<file path="config.mk">
export PLATFORM = sky130hd
export DESIGN_NAME = i2c_gpio_bank_slave
export DESIGN_NICKNAME = d
export VERILOG_FILES = /design/src/rtl/i2cg_pkg.sv /design/src/rtl/i2cg_line_filter.sv /design/src/rtl/i2cg_target_fsm.sv /design/src/rtl/i2cg_status_pack.sv /design/src/rtl/i2cg_reg_banks.sv /design/src/rtl/i2c_gpio_bank_slave.sv
export SDC_FILE = /design/constraint.sdc
export NUM_CORES = 1
export LEC_CHECK = 0
export BUFFER_PORTS_ARGS = -buffer_cell sky130_fd_sc_hd__buf_2
export CAP_MARGIN = 20
export CORE_ASPECT_RATIO = 0.5
export CORE_MARGIN = 5
export CORE_UTILIZATION = 59
export CTS_CLUSTER_SIZE = 24
export DETAILED_ROUTE_END_ITERATION = 12
export PLACE_DENSITY_LB_ADDON = 0.25
export SLEW_MARGIN = 15
export SYNTH_ARGS = -nofsm -noshare
export SYNTH_HDL_FRONTEND = slang
export SYNTH_SLANG_ARGS = --single-unit
</file>
<file path="constraint.sdc">
create_clock -name clk -period 3.2 [get_ports clk]
set_input_delay 0.48 -clock clk [delete_from_list [all_inputs] [get_ports clk]]
set_output_delay 0.48 -clock clk [all_outputs]
set_load 0.01 [all_outputs]
</file>
<file path="src/rtl/i2cg_pkg.sv">
package i2cg_pkg;

   typedef enum logic [3:0] {
      ST_IDLE,
      ST_ADDR,
      ST_ADDR_ACK,
      ST_OFFS,
      ST_OFFS_ACK,
      ST_WDATA,
      ST_WDATA_ACK,
      ST_RDATA,
      ST_RDATA_ACK
   } tgt_state_e;

   // step the byte offset; wrap only out of the last mapped byte
   function automatic logic [7:0] next_offset(input logic [7:0] cur, input logic [7:0] last);
      return (cur == last) ? 8'h00 : cur + 8'h01;
   endfunction

endpackage

</file>
<file path="src/rtl/i2cg_line_filter.sv">
module i2cg_line_filter #(
   parameter int SYNC_STAGES = 2,
   parameter int FILT_LEN    = 3
) (
   input  logic clk,
   input  logic rst_n,
   input  logic din,
   output logic dout
);

   initial begin : p_param_chk
      assert (SYNC_STAGES >= 2) else $fatal(1, "SYNC_STAGES must be at least 2");
      assert (FILT_LEN >= 1)    else $fatal(1, "FILT_LEN must be at least 1");
   end

   logic [SYNC_STAGES-1:0] sync_q;
   logic                   dout_q;

   always_ff @(posedge clk or negedge rst_n) begin
      if (!rst_n) sync_q <= '1;
      else        sync_q <= {sync_q[SYNC_STAGES-2:0], din};
   end

   generate
      if (FILT_LEN == 1) begin : g_pass
         always_ff @(posedge clk or negedge rst_n) begin
            if (!rst_n) dout_q <= 1'b1;
            else        dout_q <= sync_q[SYNC_STAGES-1];
         end
      end else begin : g_window
         logic [FILT_LEN-1:0] win_q;
         always_ff @(posedge clk or negedge rst_n) begin
            if (!rst_n) begin
               win_q  <= '1;
               dout_q <= 1'b1;
            end else begin
               win_q <= {win_q[FILT_LEN-2:0], sync_q[SYNC_STAGES-1]};
               if (&win_q)       dout_q <= 1'b1;
               else if (~|win_q) dout_q <= 1'b0;
            end
         end
      end
   endgenerate

   assign dout = dout_q;

endmodule

</file>
<file path="src/rtl/i2cg_target_fsm.sv">
module i2cg_target_fsm
   import i2cg_pkg::*;
#(
   parameter logic [6:0] DEV_ADDR = 7'h20,
   parameter int         NUM_REGS = 4
) (
   input  logic       clk,
   input  logic       rst_n,
   input  logic       scl_f,
   input  logic       sda_f,
   input  logic [7:0] rd_byte,
   output logic [7:0] rd_off,
   output logic       cap_stb,
   output logic       wr_stb,
   output logic [7:0] wr_off,
   output logic [7:0] wr_data,
   output logic       sda_oe,
   output logic       st_idle,
   output logic       off_adv,
   output logic [7:0] cur_off
);

   localparam logic [7:0] LAST_OFF = 8'(NUM_REGS - 1);
   localparam logic [3:0] BITS     = 4'd8;

   tgt_state_e state_q;
   logic       scl_d, sda_d;
   logic [3:0] bit_cnt_q;
   logic [7:0] shreg_q;
   logic [7:0] tx_q;
   logic [7:0] off_q;
   logic       rw_q;
   logic       nack_q;
   logic       oe_q;
   logic       cap_q, wr_q;
   logic [7:0] wr_off_q, wr_data_q;

   logic scl_rise, scl_fall, start_c, stop_c;

   assign scl_rise = scl_f & ~scl_d;
   assign scl_fall = ~scl_f & scl_d;
   assign start_c  = scl_f & scl_d & sda_d & ~sda_f;
   assign stop_c   = scl_f & scl_d & ~sda_d & sda_f;

   // during the host's ack slot the read path already looks at the next byte
   assign rd_off  = (state_q == ST_RDATA_ACK) ? next_offset(off_q, LAST_OFF) : off_q;
   assign off_adv = (state_q == ST_WDATA && scl_fall && bit_cnt_q == BITS) ||
                    (state_q == ST_RDATA_ACK && scl_fall && !nack_q);

   always_ff @(posedge clk or negedge rst_n) begin
      if (!rst_n) begin
         scl_d <= 1'b1;
         sda_d <= 1'b1;
      end else begin
         scl_d <= scl_f;
         sda_d <= sda_f;
      end
   end

   always_ff @(posedge clk or negedge rst_n) begin
      if (!rst_n) begin
         state_q   <= ST_IDLE;
         bit_cnt_q <= '0;
         shreg_q   <= '0;
         tx_q      <= '0;
         off_q     <= '0;
         rw_q      <= 1'b0;
         nack_q    <= 1'b0;
         oe_q      <= 1'b0;
         cap_q     <= 1'b0;
         wr_q      <= 1'b0;
         wr_off_q  <= '0;
         wr_data_q <= '0;
      end else begin
         cap_q <= 1'b0;
         wr_q  <= 1'b0;
         if (start_c) begin
            state_q   <= ST_ADDR;
            bit_cnt_q <= '0;
            oe_q      <= 1'b0;
         end else if (stop_c) begin
            state_q <= ST_IDLE;
            oe_q    <= 1'b0;
         end else begin
            unique case (state_q)
               ST_IDLE: ;
               ST_ADDR: begin
                  if (scl_rise && bit_cnt_q < BITS) begin
                     shreg_q   <= {shreg_q[6:0], sda_f};
                     bit_cnt_q <= bit_cnt_q + 4'd1;
                  end else if (scl_fall && bit_cnt_q == BITS) begin
                     if (shreg_q[7:1] == DEV_ADDR) begin
                        oe_q    <= 1'b1;
                        rw_q    <= shreg_q[0];
                        cap_q   <= shreg_q[0];
                        state_q <= ST_ADDR_ACK;
                     end else begin
                        state_q <= ST_IDLE;
                     end
                  end
               end
               ST_ADDR_ACK: begin
                  if (scl_fall) begin
                     if (rw_q) begin
                        oe_q      <= ~rd_byte[7];
                        tx_q      <= {rd_byte[6:0], 1'b0};
                        bit_cnt_q <= 4'd1;
                        state_q   <= ST_RDATA;
                     end else begin
                        oe_q      <= 1'b0;
                        bit_cnt_q <= '0;
                        state_q   <= ST_OFFS;
                     end
                  end
               end
               ST_OFFS: begin
                  if (scl_rise && bit_cnt_q < BITS) begin
                     shreg_q   <= {shreg_q[6:0], sda_f};
                     bit_cnt_q <= bit_cnt_q + 4'd1;
                  end else if (scl_fall && bit_cnt_q == BITS) begin
                     off_q   <= shreg_q;
                     oe_q    <= 1'b1;
                     state_q <= ST_OFFS_ACK;
                  end
               end
               ST_OFFS_ACK, ST_WDATA_ACK: begin
                  if (scl_fall) begin
                     oe_q      <= 1'b0;
                     bit_cnt_q <= '0;
                     state_q   <= ST_WDATA;
                  end
               end
               ST_WDATA: begin
                  if (scl_rise && bit_cnt_q < BITS) begin
                     shreg_q   <= {shreg_q[6:0], sda_f};
                     bit_cnt_q <= bit_cnt_q + 4'd1;
                  end else if (scl_fall && bit_cnt_q == BITS) begin
                     wr_q      <= 1'b1;
                     wr_off_q  <= off_q;
                     wr_data_q <= shreg_q;
                     off_q     <= next_offset(off_q, LAST_OFF);
                     oe_q      <= 1'b1;
                     state_q   <= ST_WDATA_ACK;
                  end
               end
               ST_RDATA: begin
                  if (scl_fall) begin
                     if (bit_cnt_q == BITS) begin
                        oe_q      <= 1'b0;
                        bit_cnt_q <= '0;
                        state_q   <= ST_RDATA_ACK;
                     end else begin
                        oe_q      <= ~tx_q[7];
                        tx_q      <= {tx_q[6:0], 1'b0};
                        bit_cnt_q <= bit_cnt_q + 4'd1;
                     end
                  end
               end
               ST_RDATA_ACK: begin
                  if (scl_rise) begin
                     nack_q <= sda_f;
                  end else if (scl_fall) begin
                     if (!nack_q) begin
                        off_q     <= next_offset(off_q, LAST_OFF);
                        oe_q      <= ~rd_byte[7];
                        tx_q      <= {rd_byte[6:0], 1'b0};
                        bit_cnt_q <= 4'd1;
                        state_q   <= ST_RDATA;
                     end else begin
                        state_q <= ST_IDLE;
                     end
                  end
               end
               default: state_q <= ST_IDLE;
            endcase
         end
      end
   end

   assign cap_stb = cap_q;
   assign wr_stb  = wr_q;
   assign wr_off  = wr_off_q;
   assign wr_data = wr_data_q;
   assign sda_oe  = oe_q;
   assign st_idle = (state_q == ST_IDLE);
   assign cur_off = off_q;

endmodule

</file>
<file path="src/rtl/i2cg_status_pack.sv">
module i2cg_status_pack #(
   parameter int         NUM_REGS = 4,
   parameter logic [7:0] FW_REV   = 8'h05,
   localparam int        WORD_W   = NUM_REGS * 8,
   localparam int        AUX_W    = WORD_W - 17
) (
   input  logic [1:0]        boot_img_type,
   input  logic              pudc_level,
   input  logic              boot_src_sw,
   input  logic [1:0]        boot_mode,
   input  logic              user_pin_in,
   input  logic [AUX_W-1:0]  aux_in,
   output logic [WORD_W-1:0] in_word
);

   // bit 16 position is fixed by the output pin it mirrors
   assign in_word = {aux_in, user_pin_in, 2'b00, boot_img_type, pudc_level,
                     boot_src_sw, boot_mode, FW_REV};

endmodule

</file>
<file path="src/rtl/i2cg_reg_banks.sv">
module i2cg_reg_banks #(
   parameter int  NUM_REGS = 4,
   localparam int WORD_W   = NUM_REGS * 8
) (
   input  logic              clk,
   input  logic              rst_n,
   input  logic [WORD_W-1:0] in_word,
   input  logic              cap_stb,
   input  logic              wr_stb,
   input  logic [7:0]        wr_off,
   input  logic [7:0]        wr_data,
   input  logic [7:0]        rd_off,
   output logic [7:0]        rd_byte,
   output logic [WORD_W-1:0] out_word
);

   logic [WORD_W-1:0] out_q;
   logic [WORD_W-1:0] shadow_q;

   always_ff @(posedge clk or negedge rst_n) begin
      if (!rst_n) begin
         out_q    <= '0;
         shadow_q <= '0;
      end else begin
         if (cap_stb) shadow_q <= in_word;
         if (wr_stb) begin
            for (int b = 0; b < NUM_REGS; b++) begin
               if (wr_off == 8'(b)) out_q[b*8 +: 8] <= wr_data;
            end
         end
      end
   end

   always_comb begin
      rd_byte = 8'h00;
      for (int b = 0; b < NUM_REGS; b++) begin
         if (rd_off == 8'(b)) rd_byte = shadow_q[b*8 +: 8];
      end
   end

   assign out_word = out_q;

endmodule

</file>
<file path="src/rtl/i2c_gpio_bank_slave.sv">
module i2c_gpio_bank_slave #(
   parameter logic [6:0] DEV_ADDR    = 7'h20,
   parameter logic [7:0] FW_REV      = 8'h05,
   parameter int         NUM_REGS    = 4,
   parameter int         SYNC_STAGES = 2,
   parameter int         FILT_LEN    = 3,
   localparam int        WORD_W      = NUM_REGS * 8,
   localparam int        AUX_W       = WORD_W - 17
) (
   input  logic              clk,
   input  logic              rst_n,
   input  logic              scl_i,
   input  logic              sda_i,
   output logic              sda_o,
   output logic              sda_oe,
   input  logic [1:0]        boot_img_type,
   input  logic              pudc_level,
   input  logic              boot_src_sw,
   input  logic [1:0]        boot_mode,
   input  logic              user_pin_in,
   input  logic [AUX_W-1:0]  aux_in,
   output logic [WORD_W-1:0] out_word
);

   initial begin : p_param_chk
      assert (NUM_REGS >= 3 && NUM_REGS <= 32)
         else $fatal(1, "NUM_REGS must hold the pin byte and stay small");
   end

   logic              scl_f, sda_f;
   logic [WORD_W-1:0] in_word;
   logic [7:0]        rd_byte, rd_off;
   logic              cap_stb, wr_stb;
   logic [7:0]        wr_off, wr_data;
   logic              st_idle, off_adv;
   logic [7:0]        cur_off;

   i2cg_line_filter #(.SYNC_STAGES(SYNC_STAGES), .FILT_LEN(FILT_LEN)) u_scl_filt (
      .clk(clk), .rst_n(rst_n), .din(scl_i), .dout(scl_f)
   );

   i2cg_line_filter #(.SYNC_STAGES(SYNC_STAGES), .FILT_LEN(FILT_LEN)) u_sda_filt (
      .clk(clk), .rst_n(rst_n), .din(sda_i), .dout(sda_f)
   );

   i2cg_status_pack #(.NUM_REGS(NUM_REGS), .FW_REV(FW_REV)) u_pack (
      .boot_img_type(boot_img_type), .pudc_level(pudc_level),
      .boot_src_sw(boot_src_sw), .boot_mode(boot_mode),
      .user_pin_in(user_pin_in), .aux_in(aux_in), .in_word(in_word)
   );

   i2cg_target_fsm #(.DEV_ADDR(DEV_ADDR), .NUM_REGS(NUM_REGS)) u_fsm (
      .clk(clk), .rst_n(rst_n), .scl_f(scl_f), .sda_f(sda_f),
      .rd_byte(rd_byte), .rd_off(rd_off), .cap_stb(cap_stb),
      .wr_stb(wr_stb), .wr_off(wr_off), .wr_data(wr_data),
      .sda_oe(sda_oe), .st_idle(st_idle), .off_adv(off_adv), .cur_off(cur_off)
   );

   i2cg_reg_banks #(.NUM_REGS(NUM_REGS)) u_banks (
      .clk(clk), .rst_n(rst_n), .in_word(in_word), .cap_stb(cap_stb),
      .wr_stb(wr_stb), .wr_off(wr_off), .wr_data(wr_data),
      .rd_off(rd_off), .rd_byte(rd_byte), .out_word(out_word)
   );

   assign sda_o = 1'b0;

endmodule

</file>
==> run metrics, run 1 <==
min cycle time layout 2760 ps; via count 4349; Startpoint Class flip-flop; Tightest Hold Check Type in2async; CTS Sinks 121; initial antenna violation count 0; Non-Filler Instances 723; die area 12100 µm²; top-area cell type share of the netlist area 45.7%; GPL Wtd Cong 0.931; Layout Skew 7.97 ps; die height 80.4 µm; clk_lat worst skew 410 ps; Mapped Area 5850 µm²; first-pass GRT wire length 21.4 mm; DRC viols 0; ys flop type dfrtp_1; RSZ-0062 raised after global routing false; Slew Limit Fails 0; Met3 Wirelength 850 µm; number of global-route vias before repair 4174; fin crit share 86.3%; All-Layer GR Usage 22.6%; Psw 1.01 mW; die width 151 µm; commonest non-fill, non-tap cell in the layout dfrtp_1; CTS tree built; CTS root buffer clkbuf_16; Pre-antenna DRT Iters 5; WL met1 6.03 mm; post-DP HPWL 8.67 mm; Clk pwr share 49.1%; share of cells above drive strength 1 33.2%; Critical Path RT 3480 ps; top layer in use met4; Leakage 3.29 nW; most area-consuming cells after synthesis dfrtp_1 46%, mux2_2 13%, dfstp_2 6.3%; post-synthesis cell count 517; worst-path fanout max 12; VDD IR-drop max 0.413 mV; Synth Net Count 546; Final Hold Fails 0; WL/cell 17.6 µm; largest net degree at the start of global routing 75; final setup vio count 0; fin nets 605; Comb power frac 9.5%; CP Capture Type flip-flop; CTS Buf Count 17; synthesized area per cell 11.3 µm²; critical path arrival 3040 ps; post-synthesis cell type count 69; Max-Cap Viols 0; critical path class reg2reg; post-synth top area cell dfrtp_1; PwrDens 586 nW/µm²; worst-path cell chain ha_1, nand3_1, mux2_2, o22ai_1, or2_1, a2bb2oi_1, o221ai_2; most frequent cells in the layout 107 x dfrtp_1, 67 x mux2_2, 57 x buf_2, 35 x nand2_1, 32 x nor2_1; initial DRC count 400; total gr overflow 0; relative max-transition margin 29.6%; internal power 3.02 mW; cell family with most CP delay compound AO/OA/AOI/OAI gates; cts hold-fix bufs 0; final core occ 71.9%; Post-DRT Antenna Nets 0; Area Overhead vs Synth 17.5%; Resized cells post-CTS 0; sequential share of power 41.4%; synth warn 0; post-synthesis sequential area ratio 52.0%; share of synthesized flip-flops with an asynchronous set or reset 100%; final WL 12.7 mm; EDFF count, synth 0; core footprint 9570 µm²; Row Count 25; crit-path max cell delay 590 ps; Sw Share 25.0%; Yosys reg bits 121; CTS Buffer Depth 2; Via density 6.02; critical path's slowest cell dfrtp_1; CTS clk-pin slew, worst paths 50 ps; worst-margin pin slew 1050 ps; met2 routed WL 5.59 mm; # diodes 0; Post-Route Setup TNS 0 ps; FMAX 0.362 GHz; Placed Cells 692; Initial Util 61.2%; PortBufs 58; worst path bufs/invs 0; IO Count 60; H-tree levels 4; status completed; Post-CTS Setup Inserts 0
==> final timing paths <==
path / slack (ps) / start / cells after the start / endpoint
setup reg to reg: 440 / u_fsm.cur_off[0] / 7 / u_fsm.tx_q[5]
setup / recovery: 440 / u_fsm.cur_off[0] / 7 / u_fsm.tx_q[5]
min in group clk: 170 / scl_i / 1 / u_scl_filt.sync_q[0]
max in group asynchronous: 2320 / rst_n / 2 / u_fsm.sda_d
hold / removal: 90 / rst_n / 1 / u_banks.shadow_q[23]
hold reg to reg: 350 / u_sda_filt.sync_q[1] / 0 / u_sda_filt.g_window.win_q[0]
==> cell type report <==
| type | count | area (µm²) |
|---|---|---|
| fillers | 695 | 2690 |
| multi-input cells | 356 | 2620 |
| flip-flops and latches | 121 | 3050 |
| repair buffers | 68 | 380 |
| clock inverters | 12 | 165 |
| inverters | 12 | 45.0 |
| well taps | 135 | 169 |
| clock buffers | 19 | 453 |
==> synthesized netlist by cell type (3+ instances only) <==
cell	number
nor3_1	12
nand2b_1	7
a211oi_1	4
o31ai_1	8
buf_6	3
nor3b_1	5
and3_1	3
dfrtp_1	107
buf_2	7
a21o_1	5
a31o_2	3
and4_1	3
o22ai_1	6
nor4_1	4
nand2_1	35
a2bb2oi_1	4
nor2_1	32
o21ai_0	22
nand3b_1	5
mux2_1	12
o21ai_1	13
a21oi_1	17
nand4_1	5
a31oi_1	5
o211ai_1	4
nor2b_1	8
mux2_2	67
clkbuf_1	15
inv_1	12
or4b_1	3
dfstp_2	14
a32o_1	3
ha_1	3
nand3_1	15
or2_1	6
==> stage by stage <==
step                      setup slack, ps  total power, mW  area (µm²)  hold WS, ps
after floorplan                       912             1.95        5850          184
after global placement                616             2.06        6260          346
after detailed placement              466             2.08        6260          347
after CTS                             474             4.06        6880          108
after global routing                  204             4.19        6880          141
final                                 437             4.03        6880         92.1
==> state kept, by name (all words and copies together) (netlist names), 2 cells and up <==
name,count
u_sda_filt.sync_q,2
u_fsm.cur_off,8
u_fsm.bit_cnt_q,4
u_fsm.wr_data,8
u_scl_filt.sync_q,2
u_fsm.wr_off,8
u_fsm.shreg_q,8
u_fsm.tx_q,7
u_banks.shadow_q,23
u_fsm.state_q,4
u_scl_filt.g_window.win_q,3
u_sda_filt.g_window.win_q,3
u_banks.out_word,32
==> metal layers <==
layer | global-route usage [%] | vias up
met5 | 0 | -
met4 | 7.78 | 0
met3 | 5.69 | 25
met2 | 33.9 | 174
met1 | 32.0 | 2123
li1 | - | 2027
==> cells by family (layout without fill, tap and decap cells) <==
logic type	after synthesis	count (layout)	synth area share, %
mux	80	80	15.4
buf+inv	40	111	3.16
xor+xnor	3	3	0.449
other cells	1	1	0.0641
flops	121	121	52.0
compound gates	111	111	12.9
fa+ha+maj	3	3	0.641
simple gates	158	158	15.4
==> power by group through the flow <==
stage                     combinational, mW  clock [mW]  sequential, mW
after floorplan                       0.282           0            1.67
after global placement                0.372           0            1.69
after detailed placement              0.382           0            1.69
after CTS                             0.383        2.01            1.67
after global routing                  0.429        2.09            1.68
final                                 0.382        1.98            1.67
(Power assumes the default switching activity.)
==> run 2, diff against run 1 <==
--- a/config.mk
+++ b/config.mk
@@ -12,6 +12,7 @@
 export CORE_UTILIZATION = 59
 export CTS_CLUSTER_SIZE = 24
 export DETAILED_ROUTE_END_ITERATION = 12
+export MAX_ROUTING_LAYER = met4
 export PLACE_DENSITY_LB_ADDON = 0.25
 export SLEW_MARGIN = 15
 export SYNTH_ARGS = -nofsm -noshare
==> run metrics, run 2 (synthesis gave the netlist of run 1 again) <==
status completed; fin crit share 87.1%; Layout Skew 7.22 ps; CTS root buffer clkbuf_16; CTS clk-pin slew, worst paths 60 ps; PortBufs 58; Leakage 3.29 nW; crit-path max cell delay 600 ps; VDD IR-drop max 0.378 mV; Final Hold Fails 0; Tightest Hold Check Type in2async; initial antenna violation count 0; critical path arrival 3070 ps; largest net degree at the start of global routing 55; FMAX 0.359 GHz; die height 80.4 µm; CP Capture Type flip-flop; All-Layer GR Usage 23.6%; critical path's slowest cell dfrtp_1; share of cells above drive strength 1 33.3%; min cycle time layout 2790 ps; Area Overhead vs Synth 17.5%; commonest non-fill, non-tap cell in the layout dfrtp_1; die area 12100 µm²; CTS Sinks 121; Row Count 25; Via density 5.93; core footprint 9570 µm²; Post-CTS Setup Inserts 0; Post-Route Setup TNS 0 ps; CTS Buf Count 17; Tot Pwr 4.01 mW; final setup vio count 0; GPL Wtd Cong 0.947; IO Count 60; Slew Limit Fails 0; WL/cell 17.4 µm; cts hold-fix bufs 0; CTS tree built; relative max-transition margin 35.2%; DRC viols 0; # diodes 0; Critical Path RT 3490 ps; worst-path cell chain ha_1, nand3_1, mux2_2, o22ai_1, or2_1, a2bb2oi_1, o221ai_2; Max-Cap Viols 0; Initial Util 61.2%; first-pass GRT wire length 21.3 mm; worst-margin pin slew 972 ps; worst-path fanout max 12; number of global-route vias before repair 4129; final WL 12.6 mm; post-DP HPWL 8.54 mm; Fillers 728; fin nets 606; clk_lat worst skew 410 ps; RSZ-0062 raised after global routing false; Resized cells post-CTS 0; PwrDens 582 nW/µm²; Startpoint Class flip-flop; max FFs per register 32; most frequent cells in the layout 107 x dfrtp_1, 67 x mux2_2, 57 x buf_2, 35 x nand2_1, 32 x nor2_1; initial DRC count 312; die width 151 µm; H-tree levels 4; via count 4295; CTS Buffer Depth 2; Pre-antenna DRT Iters 5; critical path class reg2reg; total gr overflow 0; Post-DRT Antenna Nets 0
[run 2: cell types whose count changed in the layout (fill, tap and decap cells not counted), sizes merged]
| cell | previous run | this run |
|---|---|---|
| clkinvlp | 0 | 1 |
| buf | 68 | 69 |
| clkbuf | 19 | 18 |
| clkinv | 6 | 7 |
| inv | 15 | 14 |
[run 2: final cells by class]
type | instances | area (µm²) | share of cell area (%)
well taps | 135 | 169 | 2.46
multi-input cells | 356 | 2620 | 38.1
inverters | 12 | 45.0 | 0.655
repair buffers | 69 | 388 | 5.64
clock inverters | 13 | 169 | 2.46
flip-flops and latches | 121 | 3050 | 44.3
clock buffers | 18 | 439 | 6.38
[run 2: worst paths after layout]
check / start / end / slack (ps) / cells past startpoint
hold reg to reg: u_scl_filt.sync_q[0] / u_scl_filt.sync_q[1] / 350 / 0
setup / recovery: u_fsm.cur_off[0] / u_fsm.tx_q[5] / 410 / 7
max in group asynchronous: rst_n / u_scl_filt.sync_q[1] / 2350 / 2
hold / removal: rst_n / u_fsm.state_q[2] / 120 / 1
min in group clk: sda_i / u_sda_filt.sync_q[0] / 170 / 1
setup reg to reg: u_fsm.cur_off[0] / u_fsm.tx_q[5] / 410 / 7
[run 2: power by group]
group / internal [mW] / total (mW) / switching [mW]
Sequential: 1.60 / 1.67 / 0.0715
Combinational: 0.153 / 0.385 / 0.232
Clock: 1.25 / 1.95 / 0.704
Total: 3.00 / 4.01 / 1.01
[run 2: layer usage]
| layer | up-vias | part of all wire, % | GRT usage (%) |
|---|---|---|---|
| met5 | - | 0 | - |
| met4 | 0 | 1.5 | 8.68 |
| met3 | 22 | 6.4 | 6.20 |
| met2 | 142 | 45 | 34.5 |
| met1 | 2112 | 47 | 32.1 |
| li1 | 2019 | - | - |
[run 2: metrics by stage]
step | instances | hold WS, ps | util (%) | worst slack (ps) | area, µm²
6_report | 724 | 119 | 71.9 | 414 | 6880
3_5_place_dp | 692 | 347 | 65.4 | 493 | 6260
4_1_cts | 723 | 137 | 71.8 | 451 | 6870
5_1_grt | 724 | 148 | 71.9 | 170 | 6880
3_3_place_gp | 692 | 346 | 65.4 | 605 | 6260
2_1_floorplan | 517 | 184 | - | 912 | 5850
[run 2: critical path: cells and delay by family, from the launching register on]
kind	cells	cell delay [ps]
AO/OA/AOI/OAI	3	650
AND/OR/NAND/NOR	2	640
flip-flops	1	600
adder cells (fa/ha/maj)	1	410
multiplexers	1	350
==> run 3, diff against run 2 <==
--- a/config.mk
+++ b/config.mk
@@ -9,11 +9,12 @@
 export CAP_MARGIN = 20
 export CORE_ASPECT_RATIO = 0.5
 export CORE_MARGIN = 5
-export CORE_UTILIZATION = 59
+export CORE_UTILIZATION = 51
 export CTS_CLUSTER_SIZE = 24
 export DETAILED_ROUTE_END_ITERATION = 12
 export MAX_ROUTING_LAYER = met4
 export PLACE_DENSITY_LB_ADDON = 0.25
+export RECOVER_POWER = 100
 export SLEW_MARGIN = 15
 export SYNTH_ARGS = -nofsm -noshare
 export SYNTH_HDL_FRONTEND = slang
==> run metrics, run 3 (synthesis gave the netlist of run 1 again) <==
status completed; Pre-antenna DRT Iters 5; commonest non-fill, non-tap cell in the layout dfrtp_1; placed inst area 6280 µm²; largest net degree at the start of global routing 71; max FFs per register 32; CTS Buffer Depth 2; Tightest Hold Check Type in2reg; number of global-route vias before repair 4156; critical path arrival 3140 ps; initial DRC count 346; FF-to-FF setup slack 350 ps; min cycle time layout 2850 ps; RSZ-0062 raised after global routing false; worst hold path cell count 1; PortBufs 58; internal power 2.89 mW; WL/cell 16.9 µm; multi-input gate area in the final layout 2610 µm²; Clk pwr share 47.7%; Startpoint Class flip-flop; first-pass GRT wire length 21.3 mm; initial antenna violation count 0; critical path's slowest cell nor3_1; final setup vio count 0; die height 85.8 µm; Max-Cap Viols 0; CTS root buffer clkbuf_16; FMAX 0.351 GHz; CTS tree built; Placed Cells 702; final instance area 6780 µm²; Leakage 3.09 nW; cts hold-fix bufs 0; WHS Endpoint u_scl_filt.sync_q[0]; Post-CTS Setup Inserts 0; VDD IR-drop max 0.357 mV; Layout Skew 5.80 ps; core footprint 11100 µm²; GPL Wtd Cong 0.898; fin crit share 89.0%; critical path class reg2reg; most frequent cells in the layout 107 x dfrtp_1, 66 x mux2_2, 38 x clkbuf_1, 35 x nand2_1, 32 x nor2_1; die area 13900 µm²; CTS Sinks 121; Comb power frac 9.4%; Slew Limit Fails 0; Final Worst Setup Slack 352 ps; PwrDens 573 nW/µm²; worst-path cell chain clkbuf_1, nand2b_1, o22ai_1, o311a_1, nor3_1, o31ai_1, a32o_1; sequential share of power 42.9%; worst reg2reg endpoint u_fsm.state_q[1]; Initial Util 52.7%; Critical Path RT 3500 ps; Row Count 27; Post-Route Setup TNS 0 ps; via count 4256; CTS Buf Count 17; H-tree levels 4; Resized cells post-CTS 0; DRC viols 0; Psw 1.00 mW; worst-margin pin slew 1330 ps; Final Hold Fails 0; Post-DRT Antenna Nets 0; hold path startpoint scl_i; Reg2Reg Depth 7; relative max-transition margin 11.6%; dpl ws 462 ps; register area 3050 µm²; CP Capture Type flip-flop; die width 162 µm; final WL 12.4 mm; worst-path fanout max 18; All-Layer GR Usage 19.9%; IO Count 60; Sw Share 25.7%; post-DP HPWL 8.42 mm; Fillers 931; CTS clk-pin slew, worst paths 60 ps; Area Overhead vs Synth 15.8%; # diodes 0; FF-to-FF Start u_fsm.state_q[0]; crit-path max cell delay 560 ps; share of cells above drive strength 1 25.3%; Via density 5.80; Non-Filler Instances 734; clk_lat worst skew 410 ps; total gr overflow 0; fin nets 605
run 3: cell count changes in the layout (fill, tap and decap cells not counted), sizes merged:
cell	delta
clkinvlp	+3
buf	-40
bufinv	-1
clkbuf	+38
run 3: worst max path at each step:
stage,start,endpoint,slack [ps],depth (start not counted)
6_report,u_fsm.state_q[0],u_fsm.state_q[1],350,7
5_1_grt,u_fsm.state_q[0],u_fsm.wr_data[5],140,5
4_1_cts,u_fsm.cur_off[0],u_fsm.sda_oe,440,7
3_5_place_dp,u_fsm.cur_off[0],u_fsm.sda_oe,460,7
3_3_place_gp,u_fsm.state_q[2],u_fsm.tx_q[5],600,6
2_1_floorplan,u_fsm.cur_off[1],u_fsm.sda_oe,910,8
run 3: layout make-up:
cell class / instances / area share (%)
flip-flops and latches: 121 / 44.9
multi-input cells: 356 / 38.5
clock buffers: 17 / 6.27
repair buffers: 68 / 4.69
well taps: 145 / 2.68
clock inverters: 15 / 2.25
inverters: 12 / 0.664
run 3: metrics by stage:
step	hold WS, ps	util, %	power, mW
after global placement	346	56.5	2.07
after floorplan	184	-	1.95
after CTS	123	61.7	3.95
after detailed placement	347	56.5	2.07
final	161	61.0	3.89
after global routing	142	61.0	4.08
run 3: worst max-delay path, delay by kind of cell (launching register included):
family,cells,cell delay [ps]
buf+inv,1,530
flops,1,440
compound gates,4,860
simple gates,2,900
run 3: power groups by stage:
stage          sequential, mW  clock, mW  combinational, mW
2_1_floorplan            1.67          0              0.282
3_3_place_gp             1.69          0              0.372
3_5_place_dp             1.70          0              0.375
4_1_cts                  1.67       1.90              0.377
5_1_grt                  1.68       1.98              0.415
6_report                 1.67       1.85              0.365
run 3: metal layers:
layer | GRT usage, % | wire length [µm] | vias up
li1 | - | - | 2026
met1 | 27.1 | 6190 | 2106
met2 | 29.2 | 5420 | 105
met3 | 5.47 | 657 | 19
met4 | 6.04 | 120 | 0
met5 | - | 0 | -
